### src/rtl/dma_chain_ctrl.sv
module dma_chain_ctrl (
  input  logic        clk,
  input  logic        rst_n,
  input  logic        reg_we,
  input  logic [2:0]  reg_addr,
  input  logic [31:0] reg_wdata,
  output logic [31:0] reg_rdata,
  output logic        h_req,
  output logic        h_we,
  output logic [31:0] h_addr,
  output logic [31:0] h_wdata,
  input  logic [31:0] h_rdata,
  input  logic        h_ack,
  output logic        l_req,
  output logic        l_we,
  output logic [31:0] l_addr,
  output logic [31:0] l_wdata,
  input  logic [31:0] l_rdata,
  input  logic        l_ack,
  output logic        done,
  output logic        irq
);

  typedef enum logic [2:0] {S_IDLE, S_FETCH, S_EVAL, S_RD, S_WR, S_FIN, S_WB} state_t;

  state_t      st;
  logic        chain_q, dir_cfg, done_ie, load_ie, dsc_local, wb_en;
  logic [31:0] haddr, laddr, cnt, dptr, xfer_word;
  logic [27:0] nxt;
  logic        eoc, dir, done_q, load_pend;
  logic [1:0]  fidx;

  wire busy     = (st != S_IDLE);
  wire wr_stat  = reg_we && (reg_addr == 3'd5);
  wire go       = reg_we && (reg_addr == 3'd0) && !busy && reg_wdata[0];
  wire wb_on    = chain_q && dsc_local && wb_en;
  wire last_desc = !chain_q || eoc;

  wire [31:0] fetch_addr = dptr + {28'd0, fidx, 2'b00};
  wire        fetch_ack  = dsc_local ? l_ack : h_ack;
  wire [31:0] fetch_word = dsc_local ? l_rdata : h_rdata;
  wire        src_ack    = dir ? l_ack : h_ack;
  wire [31:0] src_word   = dir ? l_rdata : h_rdata;
  wire        dst_ack    = dir ? h_ack : l_ack;
  wire [31:0] cnt_next   = (cnt > 32'd4) ? cnt - 32'd4 : 32'd0;
  wire        desc_end   = (st == S_FIN && !wb_on) || (st == S_WB && l_ack);

  assign h_req = (st == S_FETCH && !dsc_local) || (st == S_RD && !dir) || (st == S_WR && dir);
  assign l_req = (st == S_FETCH && dsc_local) || (st == S_RD && dir) || (st == S_WR && !dir) ||
                 (st == S_WB);
  assign h_we  = (st == S_WR);
  assign l_we  = (st == S_WR) || (st == S_WB);
  assign h_addr  = (st == S_FETCH) ? fetch_addr : haddr;
  assign l_addr  = (st == S_FETCH) ? fetch_addr : (st == S_WB) ? dptr + 32'd8 : laddr;
  assign h_wdata = xfer_word;
  assign l_wdata = (st == S_WB) ? 32'd0 : xfer_word;

  assign done = done_q;
  assign irq  = (done_q && done_ie) || load_pend;

  always_comb begin
    case (reg_addr)
      3'd0:    reg_rdata = {25'd0, wb_en, dsc_local, load_ie, done_ie, dir_cfg, chain_q, 1'b0};
      3'd1:    reg_rdata = haddr;
      3'd2:    reg_rdata = laddr;
      3'd3:    reg_rdata = cnt;
      3'd4:    reg_rdata = dptr;
      3'd5:    reg_rdata = {29'd0, load_pend, busy, done_q};
      default: reg_rdata = 32'd0;
    endcase
  end

  always_ff @(posedge clk) begin
    if (!rst_n) begin
      st <= S_IDLE;
      {chain_q, dir_cfg, done_ie, load_ie, dsc_local, wb_en} <= '0;
      haddr <= '0; laddr <= '0; cnt <= '0; dptr <= '0; xfer_word <= '0;
      nxt <= '0; eoc <= 1'b0; dir <= 1'b0; done_q <= 1'b0; load_pend <= 1'b0; fidx <= '0;
    end else begin
      if (wr_stat) begin
        if (reg_wdata[0]) done_q <= 1'b0;
        if (reg_wdata[2]) load_pend <= 1'b0;
      end
      if (reg_we && !busy) begin
        case (reg_addr)
          3'd0: {wb_en, dsc_local, load_ie, done_ie, dir_cfg, chain_q} <= reg_wdata[6:1];
          3'd1: haddr <= reg_wdata;
          3'd2: laddr <= reg_wdata;
          3'd3: cnt   <= reg_wdata;
          3'd4: dptr  <= reg_wdata;
          default: ;
        endcase
      end
      if (go) begin
        done_q    <= 1'b0;
        load_pend <= 1'b0;
        dir       <= reg_wdata[2];
        fidx      <= '0;
        st        <= reg_wdata[1] ? S_FETCH : S_EVAL;
      end
      case (st)
        S_FETCH: if (fetch_ack) begin
          case (fidx)
            2'd0: haddr <= fetch_word;
            2'd1: laddr <= fetch_word;
            2'd2: cnt   <= fetch_word;
            default: begin
              nxt <= fetch_word[31:4];
              eoc <= fetch_word[1];
              dir <= fetch_word[3];
              if (load_ie) load_pend <= 1'b1;
            end
          endcase
          fidx <= fidx + 2'd1;
          if (fidx == 2'd3) st <= S_EVAL;
        end
        S_EVAL: st <= (cnt == 32'd0) ? S_FIN : S_RD;
        S_RD: if (src_ack) begin
          xfer_word <= src_word;
          st <= S_WR;
        end
        S_WR: if (dst_ack) begin
          haddr <= haddr + 32'd4;
          laddr <= laddr + 32'd4;
          cnt   <= cnt_next;
          st    <= (cnt_next == 32'd0) ? S_FIN : S_RD;
        end
        S_FIN: if (wb_on) st <= S_WB;
        default: ;
      endcase
      if (desc_end) begin
        if (last_desc) begin
          st     <= S_IDLE;
          done_q <= 1'b1;
        end else begin
          dptr <= {nxt, 4'b0000};
          fidx <= '0;
          st   <= S_FETCH;
        end
      end
    end
  end

  assert_single_master_R11: assert property (@(posedge clk) disable iff (!rst_n)
    !(h_req && l_req));

  assert_idle_quiet_R11: assert property (@(posedge clk) disable iff (!rst_n)
    !busy |-> (!h_req && !l_req));

  assert_host_hold_R11: assert property (@(posedge clk) disable iff (!rst_n)
    (h_req && !h_ack) |=> (h_req && $stable(h_addr) && $stable(h_we) && $stable(h_wdata)));

  assert_local_hold_R11: assert property (@(posedge clk) disable iff (!rst_n)
    (l_req && !l_ack) |=> (l_req && $stable(l_addr) && $stable(l_we) && $stable(l_wdata)));

  assert_done_after_run_R2: assert property (@(posedge clk) disable iff (!rst_n)
    $rose(done_q) |-> $past(busy));

  assert_done_clear_while_busy_R2: assert property (@(posedge clk) disable iff (!rst_n)
    busy |-> !done_q);

  assert_ctrl_locked_R10: assert property (@(posedge clk) disable iff (!rst_n)
    (busy && reg_we && reg_addr == 3'd0) |=>
      $stable({wb_en, dsc_local, load_ie, done_ie, dir_cfg, chain_q}));

endmodule

### config.mk
export PLATFORM = sky130hd
export DESIGN_NAME = dma_chain_ctrl
export DESIGN_NICKNAME = d
export VERILOG_FILES = /design/src/rtl/dma_chain_ctrl.sv
export SDC_FILE = /design/constraint.sdc
export NUM_CORES = 1
export LEC_CHECK = 0
export BUFFER_PORTS_ARGS = -buffer_cell sky130_fd_sc_hd__buf_2
export CORE_UTILIZATION = 35
export DETAILED_ROUTE_END_ITERATION = 10
export GPL_TIMING_DRIVEN = 0
export PLACE_DENSITY = 0.64
export SETUP_SLACK_MARGIN = 0.15
export SLEW_MARGIN = 20
export SYNTH_ARGS = -nofsm -noshare
export SYNTH_HDL_FRONTEND = slang
export SYNTH_SLANG_ARGS = --single-unit
### constraint.sdc
create_clock -name clk -period 3.2 [get_ports clk]
set_clock_uncertainty 0.1 [all_clocks]
set_input_delay 0 -clock clk [delete_from_list [all_inputs] [get_ports clk]]
set_output_delay 0 -clock clk [all_outputs]
set_load 0.02 [all_outputs]
== Word-level counts from Yosys, hierarchy flattened ==
Cells that the tools add are included.
Widths: inputs -> output; s select.

* Add/subtract/negate cells: 6
* Magnitude comparators: 1
* Equal/unequal tests: 14
* Mux-type cells: 66
* Bitwise gates (word level): 1
* Reduce and logical (&&, ||, !) cells: 39

{| class="wikitable"
|+ Operator list
! operator !! count
|-
| $mux 32 || 26
|-
| $pmux 32 s2 || 3
|-
| $pmux 32 s6 || 1
|-
| $add 32x3->32 const B || 2
|-
| $logic_not 32->1 || 2
|-
| $add 32x4->32 || 1
|-
| $add 32x4->32 const B || 1
|-
| $gt 32x3->1 const B || 1
|-
| $sub 32x3->32 const B || 1
|-
| $mux 3 || 9
|-
| $mux 1 || 20
|-
| $logic_and 1x1->1 || 16
|-
| $eq 3x3->1 const B || 5
|-
| $pmux 3 s5 || 1
|-
| $eq 3x2->1 const B || 4
|-
| $mux 2 || 6
|-
| $logic_or 1x1->1 || 9
|-
| $eq 3x1->1 const B || 2
|-
| $logic_not 1->1 || 5
|-
| $eq 2x2->1 const B || 2
|-
| $reduce_and 2->1 || 2
|-
| $logic_not 3->1 || 1
|-
| $reduce_and 3->1 || 1
|-
| $reduce_bool 3->1 || 1
|-
| 5 further kinds || 5
|}

* Bits in registers: 203
* Input port bits: 104
* Output and inout bits: 166
* Logic and storage cells: 145

== Logic depth before layout (Yosys ltp) ==
Gate-level depths: netlist of the first run.

* Depth in word-level cells: 9
* Mapped depth: 11
* Gate-level depth less buffers: 10

== Worst setup path before layout of the first run ==
No wires, ideal clock.

* Path kind: flip-flop to flip-flop
* Start point: register cnt[2]
* End point: register st[1]
* Library setup time: 0.131 ns
* Arrival time: 2.538 ns
* Required time: 2.969 ns
* Slack: 0.431 ns
* Stages on the path, launching flop included: 11
* Path buffers: 1
* Period minus slack after synthesis: 2.769 ns
* Cell sequence: dfxtp_1 clkbuf_1 inv_1 ha_1 nor3b_1 nand2_1 nor4_1 xor2_1 or3_1 nor4_1 o21ai_0

* Longest elaborated chain between the ends: 7
* Elaborated cells on any way between the ends: 10
* Those cells by class: add/sub: 1; order compare: 1; mux: 6; reduce/logical: 2

{| class="wikitable"
|+ RTL lines
! item !! RTL line !! source
|-
| start: declaration || 28 || <nowiki>logic [31:0] haddr, laddr, cnt, dptr, xfer_word;</nowiki>
|-
| start signal: assignment || 89 || <nowiki>3'd3: cnt <= reg_wdata;</nowiki>
|-
| start signal: assignment || 106 || <nowiki>2'd2: cnt <= fetch_word;</nowiki>
|-
| start signal: assignment || 125 || <nowiki>cnt <= cnt_next;</nowiki>
|-
| $sub 32x3->32 or $gt 32x3->1 (tied branches) || 45 || <nowiki>wire [31:0] cnt_next = (cnt > 32'd4) ? cnt - 32'd4 : 32'd0;</nowiki>
|-
| $mux 32 || 45 ||
|-
| $logic_not 32->1 || 126 || <nowiki>st <= (cnt_next == 32'd0) ? S_FIN : S_RD;</nowiki>
|-
| $mux 3 || 126 ||
|-
| $mux 3 || 122 || <nowiki>S_WR: if (dst_ack) begin</nowiki>
|-
| $pmux 3 s5 (*) || 101 || <nowiki>case (st)</nowiki>
|-
| $mux 3 (*) || 131 || <nowiki>if (desc_end) begin</nowiki>
|-
| end signal: assignment || 99 || <nowiki>st <= reg_wdata[1] ? S_FETCH : S_EVAL;</nowiki>
|-
| end signal: assignment || 117 || <nowiki>S_EVAL: st <= (cnt == 32'd0) ? S_FIN : S_RD;</nowiki>
|-
| end signal: assignment || 126 ||
|-
| end: declaration || 26 || <nowiki>state_t st;</nowiki>
|}

Mark *: on every way between the ends. The rest lies on a longest branch, timed or not.
A chain may end at the register's enable or synchronous reset.

== Worst setup path after layout of the first run ==
* Start point: register fidx[0]
* End point: output l_addr[18]

* Longest elaborated chain between the ends: 2

{| class="wikitable"
|+ RTL lines
! item !! RTL line !! source
|-
| start: declaration || 31 || <nowiki>logic [1:0] fidx;</nowiki>
|-
| start signal: assignment || 114 || <nowiki>fidx <= fidx + 2'd1;</nowiki>
|-
| $add 32x4->32 || 39 || <nowiki>wire [31:0] fetch_addr = dptr + {28'd0, fidx, 2'b00};</nowiki>
|-
| $mux 32 || 54 || <nowiki>assign l_addr = (st == S_FETCH) ? fetch_addr : (st == S_WB) ? dptr + 32'd8 : laddr;</nowiki>
|-
| end: declaration || 16 || <nowiki>output logic [31:0] l_addr,</nowiki>
|}

No other way between the ends.

==> results of run 1 <==
cell usage after synthesis, types with 22 or more instances:
library cell,number
xor2_1,30
mux2_2,29
mux2i_1,137
nand4_1,28
o22ai_1,47
nor2_1,144
a22o_1,22
inv_1,22
clkbuf_1,140
dfxtp_1,203
nor2b_1,49
xnor2_1,60
nand2_1,312
o21ai_0,106
o211a_1,61
and2_1,58
buf_1,22
a22oi_1,62
a21boi_0,22
nor3_1,46
a21oi_1,83
nand3_1,59
layout by cell type, fill, tap and decap left out, drive strengths merged, types with 29 or more instances in the layout:
cell type,netlist,layout
xor2,30,30
mux2i,137,137
dlygate4sd3,0,101
mux2,29,29
nand2,312,312
a21oi,83,83
xnor2,60,60
and2,58,58
o211a,61,61
nor2,144,144
nand3,59,59
a22oi,62,62
nor2b,49,49
o21ai,109,109
buf,36,359
nor3,46,46
o22ai,47,47
clkbuf,141,175
dfxtp,203,203
cell type report:
type,instances,share of cell area (%)
inverters,22,0.4126
plain buffers,177,4.158
repair buffers,417,14.00
clock inverters,6,0.3251
flip-flops and latches,203,20.39
multi-input cells,1568,53.30
clock buffers,41,4.039
well taps,539,3.370
final timing paths:
check                         start              endpoint  slack, ps  depth (start not counted)
min                     l_rdata[16]  nxt[12]$_SDFFE_PN0P_         -1                          4
max reg2reg  dsc_local$_SDFFE_PN0P_     cnt[3]$_SDFF_PN0_        130                          9
max              fidx[0]$_SDFF_PN0_            l_addr[18]         20                         12
min reg2reg    nxt[22]$_SDFFE_PN0P_  nxt[22]$_SDFFE_PN0P_        360                          2
stage by stage:
step | util (%) | hold slack, ps | setup WS, ps | cells | TNS, ps
global route | 47.71 | 5.061 | -1.057 | 2973 | -1.057
finish | 47.71 | -1.232 | 17.75 | 2973 | 0
CTS | 46.48 | 1.517 | 8.241 | 2952 | 0
global placement | 40.36 | 258.1 | -1758 | 2776 | -84090
detailed placement | 40.54 | 266.0 | -767.9 | 2780 | -47830
floorplan | - | 43.94 | 431.2 | 1970 | 0
metal layers:
metal	global-route usage, %	vias to the layer above
met1	48.58	8870
met4	20.36	4
li1	-	8050
met5	0	-
met2	54.64	1267
met3	8.166	282
cell families after synthesis:
group	synth area share [%]
muxes	11.84
xor gates and xnor gates	5.284
DFF	27.24
adders and majority gates	1.057
and+or+nand+nor	24.16
buffers and inverters	5.175
AOI/OAI and AO/OA	25.25
state kept, by name, summed over array words and instances (netlist names), 2 cells and up:
name,cells
cnt,32
dptr,32
haddr,32
h_wdata,32
nxt,28
st,3
laddr,32
fidx,2
worst max-delay path, stage by stage, from the launching register on:
cell     delay (ps)
dfxtp_4         360
ha_4            140
inv_2            30
fa_2            370
nor2b_4         170
nand3_4         170
buf_6           160
buf_6           110
buf_6           110
nor3_4          210
o22ai_1         110
a221o_1         420
buf_6           170
power groups by stage:
stage                     Combinational (uW)  Sequential [uW]  Clock (uW)
final                                   1150             2620        3080
after global routing                    1200             2620        3190
after CTS                               1070             2620        3080
after detailed placement                 934             2670           0
after global placement                   928             2670           0
after floorplan                          541             2650           0
repair_timing:
item	CTS	global route
pin swaps	18	29
gates resized for setup	136	144
gates cloned	0	0
buffers inserted	24	21
endpoints found under the hold margin	164	0
setup endpoints to repair	185	129
hold buffers	101	0
==> metrics list, run 1 <==
- The run finished, with violations left.
* Violated checks: hold timing
* Post-route total power: 6852 uW
- Net switching component of the power: 2021 uW
- After detailed routing, no signal wire sits above met5.
- RSZ-0062 raised after global routing: yes
* Worst slew margin: about 16%
- The die covers 43450 sq um.
* Number of global-route vias before repair: 17.48k
* Share of synthesized flip-flops with an asynchronous set or reset: 0%
* First-pass GRT wire length: approximately 120000 um
- In this run the core area contains 75 standard-cell rows.
- Num Clock Sinks: 203
- STA classifies the critical path startpoint as a flip-flop.
- The number of hold violations in the final report was 1.
* Cells after Synth: just under 2k
- Net switching is between 20 and 30% of the power.
* Critical Path Sink Type: output pin
- Count of cell types in the netlist: 62
- The sequential cells in the finished layout cover a total of 4081 sq um.
- Once the floorplan was initialized, standard cells occupied between 30% and 40% of the core.
- Post-layout minimum cycle time: about 3200 ps
- Chip Width: between 200 and 250 um
- Final design area excluding fillers: roughly 20000 sq um
- Metal2 WL: roughly 35000 um
- TritonCTS built the clock tree.
- Fin Hold WS: -1.232 ps
- Cell area after placement: 17000 sq um
* Power per Cell Area: 342.4 nW/um^2
- Final number of max-transition violations: 0
- Die height: roughly 210 um
* Sequential Power Share: between 30% and 40%
- The multi-input combinational cells in the finished layout cover a total of approximately 11000 sq um.
- Clock tree buffer depth: 3
* Setup CP Type: flip-flop to output pin
- Average wire per standard cell: around 28 um
- Synth Net Count: 2086
- Required time of the critical path: 3100 ps
* Power share of the combinational group: around 17%
- The detailed router put a total of roughly 33000 um of wire on met1.
* Detailed Route Iter0 Violations: 2418
* Filler Cell Count: ~4.2k
- Worst hold-check path type: input port to flip-flop
* Sequential area share after synthesis: a little over a quarter
* Post-DR vias/cell: 6.214
* Overall routed net length: about 83000 um
- Across every metal layer, demand over resource in global routing totals between 30% and 40%.
* RePlAce Congestion: 1.053
- The net count of the finished layout is around 2.5k.
* Maximum vdd ir drop: around 0.32 mV
- The synthesized netlist occupies a cell area of roughly 15000 sq um.
* Share of total power in the clock network: roughly 45%
* Synth area leaders: dfxtp_1 27%, mux2i_1 9.2%, nand2_1 7.9%
- STA puts the critical path data arrival time at about 3100 ps.
* Ratio of final minimum period to clock period: 99.45%
- After clock tree synthesis, the clock-pin slew on the worst setup and hold paths is around 70 ps.
* Primary flip-flop cell chosen by synthesis mapping: dfxtp_1
* Setup-violating endpoint count in the final report: 0
- Area fraction of the dominant cell type after synthesis: 27.24%
* Max cap viols: 0
- Cell internal power was estimated by the tool at between 4000 and 5000 uW.
- The count of buffers added on input and output ports is roughly 270.
* Cell taking the most area after synthesis: dfxtp_1
- For this design the top-level I/O count stands at between 200 and 300.
* Synthesis-stage register bit count: between 200 and 250
* ANT cells: 0
* Amount of wire on met3 after detailed routing: 9336 um
* Remaining DRCs: 0
- Warnings from Yosys: 0
- Once detailed placement completed, the half-perimeter wirelength came to 64530 um.
* Static Leakage: about 0.0091 uW
- Total clock buffers created by CTS: 26
- In this run the worst path has a maximum fanout of 5.
- Area delta synth->final: 34.16%
- Insertion delay of the later-clocked pin in the worst-skew pair: approximately 560 ps
- Before antenna repair, the detailed router went through 6 iterations.
* Antenna violations before repair: 3
- Once detail routing completed, the nets flagged for antenna violations numbered 0.
* Proportion of layout cells with a drive suffix above 1: between 20% and 30%
- Dividing the synthesized area by the synthesized cell count gives ~7.6 sq um.
* Measured slew at the worst slew-check pin: between 1000 and 1500 ps
- The final route contains 18.47k vias.
- Area of the core: ~42000 sq um
* Remaining global-route overflow: 0
- CTS built an H-tree with a depth of 1.
- CTS root buffer: clkbuf_16
* Maximum clock frequency: around 0.31 GHz
- Entering global routing, the biggest net connects 13 pins.
* Number of enable-type register cells in the synthesized netlist: 0
Note: power is estimated with default switching activity, not from simulation.
==> run 2, diff against run 1 <==
==> constraint.sdc (replaced) <==
create_clock -name clk -period 3.5 [get_ports clk]
set_clock_uncertainty 0.1 [all_clocks]
set_input_delay 0 -clock clk [delete_from_list [all_inputs] [get_ports clk]]
set_output_delay 0 -clock clk [all_outputs]
set_load 0.02 [all_outputs]
==> run 2 against run 1 <==
Effect of this change:
- the run now ends clean
- clock-buffer cell count unchanged
- flip-flop and latch count unchanged
- clock power decreased by 8.8%
- worst hold slack improved by 7.2 ps
- die area unchanged
- sequential share of layout area increased by 0.78 points
- first-iteration DRC count decreased by 3.5%
- routed wire length decreased by 1.3%
- sequential power decreased by 8.8%
- register-to-register slack improved by 50 ps
- non-clock buffer count decreased by 34
==> metrics list, run 2 (synthesized netlist as in run 1, its figures left out) <==
- Result of the run: finished, final reports clean (was finished with violations).
- Final number of max-transition violations: 0 (unchanged)
- The global placer's final weighted congestion was 1.053 (unchanged).
- Overall track demand over capacity in global routing: 36.23% (was 36.61%)
* First-pass GRT wire length: 115800 um (was 117200 um)
- CTS HTree Levels: 1 (unchanged)
* Total clock buffers created by CTS: 26 (unchanged)
- The worst path in the final design needs a cycle of 3325 ps, including I/O delays and setup.
- The area enclosed by the die boundary came to 43450 sq um (unchanged).
- Maximum clock frequency: 0.3008 GHz
* Power share of the combinational group: 16.2% (was 16.8%)
* Net Sw Frac: 29.35% (was 29.49%)
- The number of global-route vias before repair was 17.22k (was 17.48k).
* Worst Hold Path Cells: 4 (unchanged)
* Count of boundary I/O pins: 270 (unchanged)
* Initial standard-cell utilization of the core: 35.56% (unchanged)
- The critical setup path kind is flip-flop to output pin (unchanged).
* Number of hold-slack violations in the final timing report: 0 (was 1)
* Num Clock Sinks: 203 (unchanged)
- The CTS tree was yes (unchanged).
* Crit path DAT: 3220 ps (was 3080 ps)
* Buffers added on ports: 267 (unchanged)
- The placed cell area was 17000 sq um (unchanged).
- Setup-violating endpoint count in the final report: 0 (unchanged)
- Worst hold-check path type: input port to flip-flop (unchanged)
- The placed cell count was 2780 (unchanged).
* Remaining global-route overflow: 0 (unchanged)
* Reg-to-reg startpoint: cnt[6]$_SDFF_PN0_ (was dsc_local$_SDFFE_PN0P_)
- Chip Width: 208.4 um (unchanged)
- Static Leakage: 0.008686 uW (was 0.009067 uW)
- The endpoint kind of the worst setup timing path was an output pin (unchanged).
- The cell with the largest stage delay on the worst path is dfxtp_1 (was a221o_1).
* Area delta synth->final: 29.03% (was 34.16%)
- The count of max-cap constraint violations is 0 (unchanged).
- Sequential Power Share: 38.5% (was 38.2%)
- The delay of the slowest cell on the worst path came to 430 ps (was 420 ps).
- The cell area after layout is 19250 sq um (was 20010 sq um).
* Maximum vdd ir drop: 0.2954 mV (was 0.3238 mV)
* Most common library cell in the layout ignoring fill and taps: nand2_1 (unchanged)
- The start point of the worst hold path is l_rdata[16] (unchanged).
- The kind of start point of the critical path was a flip-flop (unchanged).
- Top library cells by usage in the layout, fill and taps aside: 309 x nand2_1, 286 x buf_2, 198 x dfxtp_1 (was 303 x nand2_1, 276 x buf_2, 195 x dfxtp_1).
* Detailed-placement wirelength estimate: 64530 um (unchanged)
* Remaining DRCs: 0 (unchanged)
- The die extent in y is 208.4 um (unchanged).
* Number of cells on the worst reg-to-reg path: 8 (was 9)
- The remaining antenna violation count came to 0 (unchanged).
- Area of the core: 41950 sq um (unchanged)
* Vias post-DR: 18.33k (was 18.47k)
- Crit path cell chain: inv_1, nand2_2, clkbuf_4, clkbuf_4, buf_4, nand2_2, o221ai_1, buf_2 (was ha_4, inv_2, fa_2, nor2b_4, nand3_4, buf_6, buf_6, buf_6, nor3_4, o22ai_1, a221o_1, buf_6).
- The internal cell power is 4390 uW (was 4831 uW).
* Std-Cell Rows: 75 (unchanged)
- The average via count per standard cell came to 6.238 (was 6.214).
- The count of TritonRoute iterations in the first routing pass is 8 (was 6).
- Pin count of the biggest net entering global routing: 13 (unchanged)
* Detailed Route Iter0 Violations: 2333 (was 2418)
* Clock tree buffer depth: 3 (unchanged)
- The final standard cell count with taps included and fillers excluded was 2939 (was 2973).
* Ratio of final minimum period to clock period: a little over nine tenths
* Antenna violations before repair: 1 (was 3)
- The number of antenna diodes is 0 (unchanged).
* Worst min-delay path endpoint: nxt[12]$_SDFFE_PN0P_ (unchanged)
- Critical path peak fanout: 10 (was 5)
* Average wire per standard cell: 27.73 um (was 27.79 um)
- The master cell of the clock root buffer is clkbuf_16 (unchanged).
- Measured slew at the worst slew-check pin: 1255 ps (was 1253 ps)
- Insertion delay of the later-clocked pin in the worst-skew pair: 560 ps (about the same)
- The number of nets in the layout is 2497 (was 2531).
- The total power per unit cell area is 322.9 nW/um^2 (was 342.4 nW/um^2).
- The data required time of the worst path was 3400 ps (was 3100 ps).
- The register-to-register setup slack came to 180 ps (was 130 ps).
- Net switching component of the power: 1824 uW (was 2021 uW)
* Proportion of layout cells with a drive suffix above 1: 19.54% (was 23.17%)
- The final wirelength was 81500 um (was 82610 um).
- The clock transition at the registers of the reported paths was 70 ps (about the same).
* Share of total power in the clock network: 45.2% (was 44.9%)
- RSZ-0062 raised after global routing: yes (unchanged)
* FF-to-FF End: st[1]$_SDFF_PP0_ (was cnt[3]$_SDFF_PN0_)
* Worst slew margin: 16.05% (was 16.49%)
-- run 2: layout make-up --
cell class	count	area, sq um
plain buffers	177	752.0
clock buffers	41	808.3
clock inverters	6	65.06
fillers	4233	22700
inverters	22	82.58
multi-input cells	1568	10330
flip-flops and latches	203	4075
well taps	539	674.4
repair buffers	383	2460
-- run 2: timing repair --
action	in CTS	in global routing
resized for setup	60	59
endpoints found under the setup margin	140	105
buffers inserted	7	7
endpoints found under the hold margin	163	0
hold buffers	98	0
pin swaps	5	5
-- run 2: per-layer routing --
layer  GRT usage [%]  up-vias  wire (um)
li1                -     7979          -
met1           48.32     8843      32860
met2           53.94     1247      34040
met3           7.909      262       9259
met4           20.08        2       5329
met5               0        -         13
-- run 2: power groups by stage --
stage          registers (uW)  logic (uW)  clock network, uW
2_1_floorplan            2420         494                  0
3_3_place_gp             2440         849                  0
3_5_place_dp             2440         854                  0
4_1_cts                  2390         957               2820
5_1_grt                  2400        1050               2910
6_report                 2390        1010               2810
-- run 2: through the flow --
| stage | utilization, % | hold slack (ps) | setup TNS [ps] | setup slack [ps] | power (uW) |
|---|---|---|---|---|---|
| finish | 45.89 | 5.993 | 0 | 175.2 | 6214 |
| global route | 45.89 | 5.062 | 0 | 113.0 | 6359 |
| CTS | 45.49 | 1.517 | 0 | 127.8 | 6165 |
| detailed placement | 40.54 | 266.0 | -17020 | -467.9 | 3297 |
| global placement | 40.36 | 258.1 | -39210 | -1458 | 3291 |
| floorplan | - | 43.94 | 0 | 731.2 | 2919 |
-- run 2: worst max-delay path: cells and delay by family (launching register included) --
family                 cells  cell delay [ps]
flip-flops                 1              430
AND/OR/NAND/NOR            2              470
buffers and inverters      5             1340
AO/OA/AOI/OAI              1              410
-- run 2: how the worst max path moves through the flow --
stage / startpoint / endpoint / slack (ps) / cells past startpoint
after global placement: cnt[2]$_SDFF_PN0_ / st[1]$_SDFF_PP0_ / -1460 / 10
after detailed placement: st[2]$_SDFF_PP0_ / l_addr[13] / -470 / 8
after CTS: dsc_local$_SDFFE_PN0P_ / laddr[18]$_SDFF_PN0_ / 130 / 8
final: st[2]$_SDFF_PP0_ / l_addr[13] / 180 / 8
after floorplan: cnt[2]$_SDFF_PN0_ / st[1]$_SDFF_PP0_ / 730 / 10
after global routing: cnt[6]$_SDFF_PN0_ / st[1]$_SDFF_PP0_ / 110 / 8
